### config.mk
export PLATFORM = sky130hd
export DESIGN_NAME = irq_ctrl_top
export DESIGN_NICKNAME = d
export VERILOG_FILES = /design/src/rtl/irq_ctrl_pkg.sv /design/src/rtl/irq_src_latch.sv /design/src/rtl/irq_prio_enc.sv /design/src/rtl/irq_regs.sv /design/src/rtl/irq_ctrl_top.sv
export SDC_FILE = /design/constraint.sdc
export NUM_CORES = 1
export LEC_CHECK = 0
export CORE_ASPECT_RATIO = 0.7
export CORE_MARGIN = 10
export CORE_UTILIZATION = 25
export DETAILED_ROUTE_END_ITERATION = 16
export GPL_TIMING_DRIVEN = 1
export HOLD_SLACK_MARGIN = 0.03
export PLACE_DENSITY = 0.6
export SLEW_MARGIN = 5
export SYNTH_ARGS = -nofsm -noshare
export SYNTH_HDL_FRONTEND = slang
export SYNTH_SLANG_ARGS = --single-unit
### constraint.sdc
create_clock -name clk -period 1.99 [get_ports clk]
set_input_delay 0.398 -clock clk [delete_from_list [all_inputs] [get_ports clk]]
set_output_delay 0.398 -clock clk [all_outputs]
set_load 0.05 [all_outputs]
### src/rtl/irq_ctrl_pkg.sv
`timescale 1ns/1ps
package irq_ctrl_pkg;
   localparam int ADDR_W = 3;

   typedef enum logic [ADDR_W-1:0] {
      A_STAT   = 3'd0,
      A_PEND   = 3'd1,
      A_EN     = 3'd2,
      A_ACK    = 3'd3,
      A_SETEN  = 3'd4,
      A_CLREN  = 3'd5,
      A_VEC    = 3'd6,
      A_MASTER = 3'd7
   } reg_addr_e;

   localparam int MASTER_W = 2;
endpackage

### src/rtl/irq_src_latch.sv
`timescale 1ns/1ps
module irq_src_latch #(
   parameter int          NUM_SRC  = 32,
   parameter logic [31:0] SRC_KIND = 32'h0
) (
   input  logic               clk,
   input  logic               rst_n,
   input  logic [NUM_SRC-1:0] src_in,
   input  logic [NUM_SRC-1:0] ack_mask,
   output logic [NUM_SRC-1:0] stat
);
   logic [NUM_SRC-1:0] cap;

   for (genvar i = 0; i < NUM_SRC; i++) begin : g_src
      if (SRC_KIND[i]) begin : g_edge
         logic prev_q;
         always_ff @(posedge clk or negedge rst_n) begin
            if (!rst_n) prev_q <= 1'b0;
            else        prev_q <= src_in[i];
         end
         assign cap[i] = src_in[i] & ~prev_q;
      end else begin : g_level
         assign cap[i] = src_in[i];
      end

      always_ff @(posedge clk or negedge rst_n) begin
         if (!rst_n) stat[i] <= 1'b0;
         else        stat[i] <= (stat[i] & ~ack_mask[i]) | cap[i];
      end
   end
endmodule

### src/rtl/irq_prio_enc.sv
`timescale 1ns/1ps
module irq_prio_enc #(
   parameter int NUM_SRC = 32,
   localparam int IDX_W  = (NUM_SRC > 1) ? $clog2(NUM_SRC) : 1
) (
   input  logic [NUM_SRC-1:0] req,
   output logic               found,
   output logic [IDX_W-1:0]   idx
);
   always_comb begin
      found = |req;
      idx   = '0;
      for (int i = NUM_SRC - 1; i >= 0; i--) begin
         if (req[i]) idx = IDX_W'(i);
      end
   end
endmodule

### src/rtl/irq_regs.sv
`timescale 1ns/1ps
module irq_regs
   import irq_ctrl_pkg::*;
#(
   parameter int NUM_SRC = 32,
   parameter int DATA_W  = 32,
   localparam int IDX_W  = (NUM_SRC > 1) ? $clog2(NUM_SRC) : 1
) (
   input  logic                clk,
   input  logic                rst_n,
   input  logic                bus_wr,
   input  logic [ADDR_W-1:0]   bus_addr,
   input  logic [DATA_W-1:0]   bus_wdata,
   output logic [DATA_W-1:0]   bus_rdata,
   input  logic [NUM_SRC-1:0]  stat,
   input  logic                vec_found,
   input  logic [IDX_W-1:0]    vec_idx,
   output logic [NUM_SRC-1:0]  en_q,
   output logic [MASTER_W-1:0] mer_q,
   output logic [NUM_SRC-1:0]  ack_mask,
   output logic [NUM_SRC-1:0]  pend
);
   logic [NUM_SRC-1:0] wmask;
   reg_addr_e          sel;

   assign sel      = reg_addr_e'(bus_addr);
   assign wmask    = bus_wdata[NUM_SRC-1:0];
   assign ack_mask = (bus_wr && sel == A_ACK) ? wmask : '0;
   assign pend     = stat & en_q;

   always_ff @(posedge clk or negedge rst_n) begin
      if (!rst_n) begin
         en_q  <= '0;
         mer_q <= '0;
      end else if (bus_wr) begin
         case (sel)
            A_SETEN:  en_q  <= en_q | wmask;
            A_CLREN:  en_q  <= en_q & ~wmask;
            A_MASTER: mer_q <= bus_wdata[MASTER_W-1:0];
            default:  ;
         endcase
      end
   end

   always_comb begin
      case (sel)
         A_STAT:   bus_rdata = DATA_W'(stat);
         A_PEND:   bus_rdata = DATA_W'(pend);
         A_EN:     bus_rdata = DATA_W'(en_q);
         A_VEC:    bus_rdata = vec_found ? DATA_W'(vec_idx) : '1;
         A_MASTER: bus_rdata = DATA_W'(mer_q);
         default:  bus_rdata = '0;
      endcase
   end
endmodule

### src/rtl/irq_ctrl_top.sv
`timescale 1ns/1ps
module irq_ctrl_top
   import irq_ctrl_pkg::*;
#(
   parameter int          NUM_SRC  = 32,
   parameter int          DATA_W   = 32,
   parameter logic [31:0] SRC_KIND = 32'h0000_FFFF
) (
   input  logic               clk,
   input  logic               rst_n,
   input  logic [NUM_SRC-1:0] src_in,
   input  logic               bus_wr,
   input  logic [2:0]         bus_addr,
   input  logic [DATA_W-1:0]  bus_wdata,
   output logic [DATA_W-1:0]  bus_rdata,
   output logic               irq_out
);
   localparam int IDX_W = (NUM_SRC > 1) ? $clog2(NUM_SRC) : 1;

   if (NUM_SRC < 1 || NUM_SRC > 32) begin : g_bad_src
      $error("irq_ctrl_top: NUM_SRC must lie in 1..32");
   end
   if (DATA_W < NUM_SRC || DATA_W < MASTER_W) begin : g_bad_width
      $error("irq_ctrl_top: DATA_W too narrow for sources");
   end

   logic [NUM_SRC-1:0]  stat_q;
   logic [NUM_SRC-1:0]  en_q;
   logic [NUM_SRC-1:0]  ack_mask;
   logic [NUM_SRC-1:0]  pend;
   logic [MASTER_W-1:0] mer_q;
   logic                vec_found;
   logic [IDX_W-1:0]    vec_idx;

   irq_src_latch #(.NUM_SRC(NUM_SRC), .SRC_KIND(SRC_KIND)) u_latch (
      .clk(clk), .rst_n(rst_n), .src_in(src_in),
      .ack_mask(ack_mask), .stat(stat_q)
   );

   irq_prio_enc #(.NUM_SRC(NUM_SRC)) u_enc (
      .req(pend), .found(vec_found), .idx(vec_idx)
   );

   irq_regs #(.NUM_SRC(NUM_SRC), .DATA_W(DATA_W)) u_regs (
      .clk(clk), .rst_n(rst_n), .bus_wr(bus_wr), .bus_addr(bus_addr),
      .bus_wdata(bus_wdata), .bus_rdata(bus_rdata), .stat(stat_q),
      .vec_found(vec_found), .vec_idx(vec_idx), .en_q(en_q),
      .mer_q(mer_q), .ack_mask(ack_mask), .pend(pend)
   );

   assign irq_out = mer_q[0] & vec_found;
endmodule

# == Yosys cells after proc, flatten, opt, wreduce, memory -nomap -nowiden ==
# Index checks and enable logic that the tools add are counted.
# totals
ff_bits,82
latchBits,0
ram_bits,0
romBits,0
out_inout_bits,33
memories,0
# op_classes
n_addsub,0
mul,0
div,0
order_cmp,0
eq_ne,7
shifts,0
muxes,36
bitwise,133
n_reduce_logical,6
# op_table
operator,n
two-way mux 5 bit,32
one-hot mux 32 bit (5 select lines),1
bitwise AND 32 bit,2
two-way mux 32 bit,2
one-hot mux 32 bit (2 select lines),1
bitwise AND 1 bit,49
inverter 1 bit,48
inverter 32 bit,1
bitwise OR 1 bit,32
bitwise OR 32 bit,1
OR reduction 32 bit,1
"== test 3 bit, second input constant",4
"== test 3 x 2 -> 1 bit, second input constant",2
AND reduction 2 bit,2
"== test 3 x 1 -> 1 bit, second input constant",1
zero test 3 bit,1
nonzero test 2 bit,1
logical AND 1 bit,1

# == Longest topological paths before layout ==
# depth
ltp_word,35
ltp_mapped,8
depth_no_buf,5

# == Cells and area by module ==
# Synthesis repeated with hierarchy kept, for this count alone.
# hier_totals
cells_unflattened,509
area_unflattened_um2,4738.3
# by_module_without_submodules
mod,n_inst,cells_per_inst,area_each_um2
irq_regs,1,315,2645.0
irq_src_latch,1,128,1701.6
irq_prio_enc,1,65,385.4
irq_ctrl_top,1,1,6.3

# == Least setup slack after synthesis ==
# OpenSTA, ideal clock, no wires.
# synth_timing
path_kind,input to output
startpoint,input port bus_addr[1]
endpoint,output port bus_rdata[11]
arrival_ps,2397
required_time_ps,1592
setup_slack_ps,-805
cell_stages,6
n_path_buf,3
path_cell_list,buf_2 > inv_1 > clkbuf_1 > clkbuf_1 > a32oi_1 > o21ai_0
# synth_via
elab_chain_cells,2
word_cells_on_any_way,6
# synth_rtl
element,line_no,text
"start, declared",irq_ctrl_top.sv:13,"input logic [2:0] bus_addr,"
"== test 3 bit, or another cell as far along",irq_regs.sv:46,case (sel)
one-hot mux 32 bit (5 select lines) (*),irq_regs.sv:46,
"end, declared",irq_ctrl_top.sv:15,"output logic [DATA_W-1:0] bus_rdata,"
# Mark *: on every way between the ends. The rest lies on a longest branch, timed or not.

==> results_dict.tcl <==
set metrics [dict create \
    status "finished with violations" \
    violations "setup timing" \
    start_kind "flip-flop" \
    slew_headroom_pct 60.4 \
    final_common_cell "buf_4" \
    drt_drc_violations_left 0 \
    initial_utilization_pct 25.9 \
    crit_family "simple AND/OR/NAND/NOR gates" \
    cts.sinks 82 \
    synth_top_area_share_pct 47.8 \
    timing.critical_path.slowest_cell_delay_ps 430 \
    skew_ps 2.30 \
    p_int_w 0.00393 \
    ys_warn_count 0 \
    fin_ws_ps -775 \
    finalWirelength_um 16000 \
    num_vias 4602 \
    crit_path_end_kind "output pin" \
    sw_frac_of_total_pct 32.5 \
    powerDensity_nw_per_um2 770 \
    rrSetupSlack_ps 930 \
    avgViaCountPerCell 5.00 \
    fillers 1564 \
    cts_root_buffer "clkbuf_16" \
    gp_congestion 0.838 \
    die_w_um 177 \
    io_buffer_count 102 \
    dr.pass1.iters 5 \
    fin_nets 759 \
    p_leak_nw 3.21 \
    rows 39 \
    crit_fanout 13 \
    final_cells 920 \
    htreeDepth 3 \
    slowest_stage "a222oi_1" \
    reg2regPathDepth 4 \
    die_area_um2 22900 \
    fmax_mhz 362 \
    reg2reg_to "u_latch.stat[19]$_DFF_PN0_" \
    hp-class "flip-flop to flip-flop" \
    yosys.area.top_type "dfrtp_1" \
    syn_inst 483 \
    wl_per_cell_um 17.4 \
    clkTransAtPathRegs_ps 60 \
    p_clk_share_pct 28.2 \
    fin_area_um2 7570 \
    drive_above_1_share_pct 34.0 \
    dp.cells 899 \
    drt_iter0_markers 362 \
    grt_usage_pct 14.0 \
    syn_avg_cell_area_um2 8.88 \
    timing.final.crit_share_pct 139 \
    required_ps 1590 \
    drv_slew 0 \
    worst_ep_arrival_time_ps 2370 \
    layout.area.seq_um2 2050 \
    path_buf_inv 2 \
    synthTopCellsByArea "dfrtp_1, o21ai_0, nand2_1" \
    grt_max_degree 39 \
    yosysSeqAreaShare_pct 47.8 \
    antenna_found_initial 2 \
    syn-cell-area_um2 4290 \
    cts_tree "done" \
    cp_num_cells 7 \
    worstHoldStart "u_latch.g_src[3].g_edge.prev_q$_DFF_PN0_" \
    p_seq_share_pct 33.9 \
    endpoint "bus_rdata[23]" \
    synth_seq_cells 82 \
    setup.worst_path.class "flip-flop to output pin" \
    area_growth_pct 76.4 \
    core_um2 16600 \
    multi_input_area_um2 2430 \
    path_cells "a222oi_1, nand4_1, nor4_4, nand2_4, buf_12, o21ai_2, buf_12" \
    finalCriticalPeriod_ps 2770 \
    ir_drop_mv 0.349 \
    clock_latency_ps 340 \
    dp_hpwl_um 12500 \
    combinationalPowerShare_pct 37.9 \
    crit_top_cell "buf_12" \
    hold_path_depth 1 \
    yosysUniqueCellTypes 43 \
    ant_nets 0 \
    cts_buffers 9 \
    grt_pass1_vias 4651 \
    p_sw_w 0.00189 \
    grt_overflow 0 \
    placed_area_um2 7060 \
    mostFrequentLayoutCells "buf_4, dfrtp_1, clkdlybuf4s50_1, nand2_1, a21oi_1" \
    worstMarginPinSlew_ps 593 \
    clock_path_buffers 2 \
    grt_pass1_wl_um 25600 \
    finalHoldViolCount 0 \
    maxCapViolCount 0 \
    syn_nets 553 \
    die_h_um 130 \
    final-setup-viol-count 33 \
    timing.rr.start "u_latch.stat[19]$_DFF_PN0_" \
    rsz0062_at_grt "yes" \
    ios 103 \
]
[worst min path at each step]
stage | to | slack [ps]
after floorplan | asynchronous set/reset pin | 100
after global placement | u_latch.g_src[5].g_edge.prev_q$_DFF_PN0_ | 340
after detailed placement | u_latch.g_src[5].g_edge.prev_q$_DFF_PN0_ | 330
after CTS | u_latch.stat[3]$_DFF_PN0_ | 420
after global routing | u_latch.stat[3]$_DFF_PN0_ | 430
final | u_latch.stat[3]$_DFF_PN0_ | 410
[worst reg2reg max path: stages (launching register included)]
cell and delay (ps):
dfrtp_1 400, buf_4 160, inv_1 60, a21oi_1 40
or2_2 280
[cells in the mapped netlist]
library cell	count
and4b_1	1
a22oi_1	28
nor4_2	1
o2111ai_1	1
buf_2	3
a31o_2	2
nand3b_1	1
nor2_1	2
and2b_1	1
o221ai_1	1
and4_1	1
a211o_1	1
o211ai_1	3
inv_1	29
a211oi_1	2
clkbuf_1	25
or2_2	12
buf_1	1
o32ai_1	2
mux2i_1	1
clkbuf_2	3
a32oi_1	21
a22o_1	2
nand2_1	65
nand3_1	3
dfrtp_1	82
and3_1	3
a32o_1	3
a21o_1	4
a222oi_1	2
o21ai_0	61
nor2b_1	1
a31oi_1	32
nand2b_1	23
a22oi_2	1
o21a_1	1
a21oi_1	46
and2_1	1
nand4_1	6
o22ai_1	1
a21boi_0	1
nand4b_1	1
mux2_2	2
[layout make-up]
type	instances	area share, %
Clock inverter	5	0.728
Multi-Input combinational cell	340	32.1
Clock buffer	11	3.08
Tap cell	225	3.72
Timing Repair Buffer	227	31.8
Sequential cell	82	27.1
Antenna cell	1	0.0331
Inverter	29	1.49
[through the flow]
step	TNS, ps	util [%]	hold WS, ps	total power (W)	worst slack [ps]
6_report	-23790	45.6	413	0.00582	-775
2_1_floorplan	-4230	-	102	0.00297	-300
3_5_place_dp	-22730	42.5	335	0.00414	-706
5_1_grt	-25890	45.6	429	0.00612	-838
3_3_place_gp	-21880	42.5	337	0.00410	-668
4_1_cts	-22190	44.8	418	0.00582	-728
[repair_timing]
action,4_1_cts,5_1_grt
resized for setup,12,19
endpoints found under the setup margin,33,34
pin swaps,3,4
gates cloned,0,1
hold endpoints to repair,25,0
buffers inserted,2,2
hold buffers,1,0
[power by group through the flow]
stage	sequential, W	clock [W]	combinational, W
global placement	0.00198	0	0.00212
global route	0.00200	0.00176	0.00237
floorplan	0.00204	0	0.000931
CTS	0.00197	0.00167	0.00219
detailed placement	0.00199	0	0.00215
finish	0.00197	0.00164	0.00221
[routing by layer]
metal | global-route usage [%] | wire [um] | vias to the layer above | share of wire, %
li1 | - | - | 2204 | -
met1 | 19.5 | 7620 | 2211 | 48
met2 | 20.5 | 6890 | 164 | 43
met3 | 4.82 | 1350 | 21 | 8.4
met4 | 2.76 | 155 | 2 | 0.97
met5 | 0 | 10 | - | 0.062
[logic make-up (layout without fill, tap and decap cells)]
group | Yosys count | after routing | share of synthesized area (%)
other | 0 | 1 | 0
and+or+nand+nor | 122 | 122 | 14.2
AOI/OAI and AO/OA | 215 | 215 | 31.7
buffers and inverters | 61 | 272 | 5.51
muxes | 3 | 3 | 0.758
DFF | 82 | 82 | 47.8
Note: power is estimated with default switching activity, not from simulation.
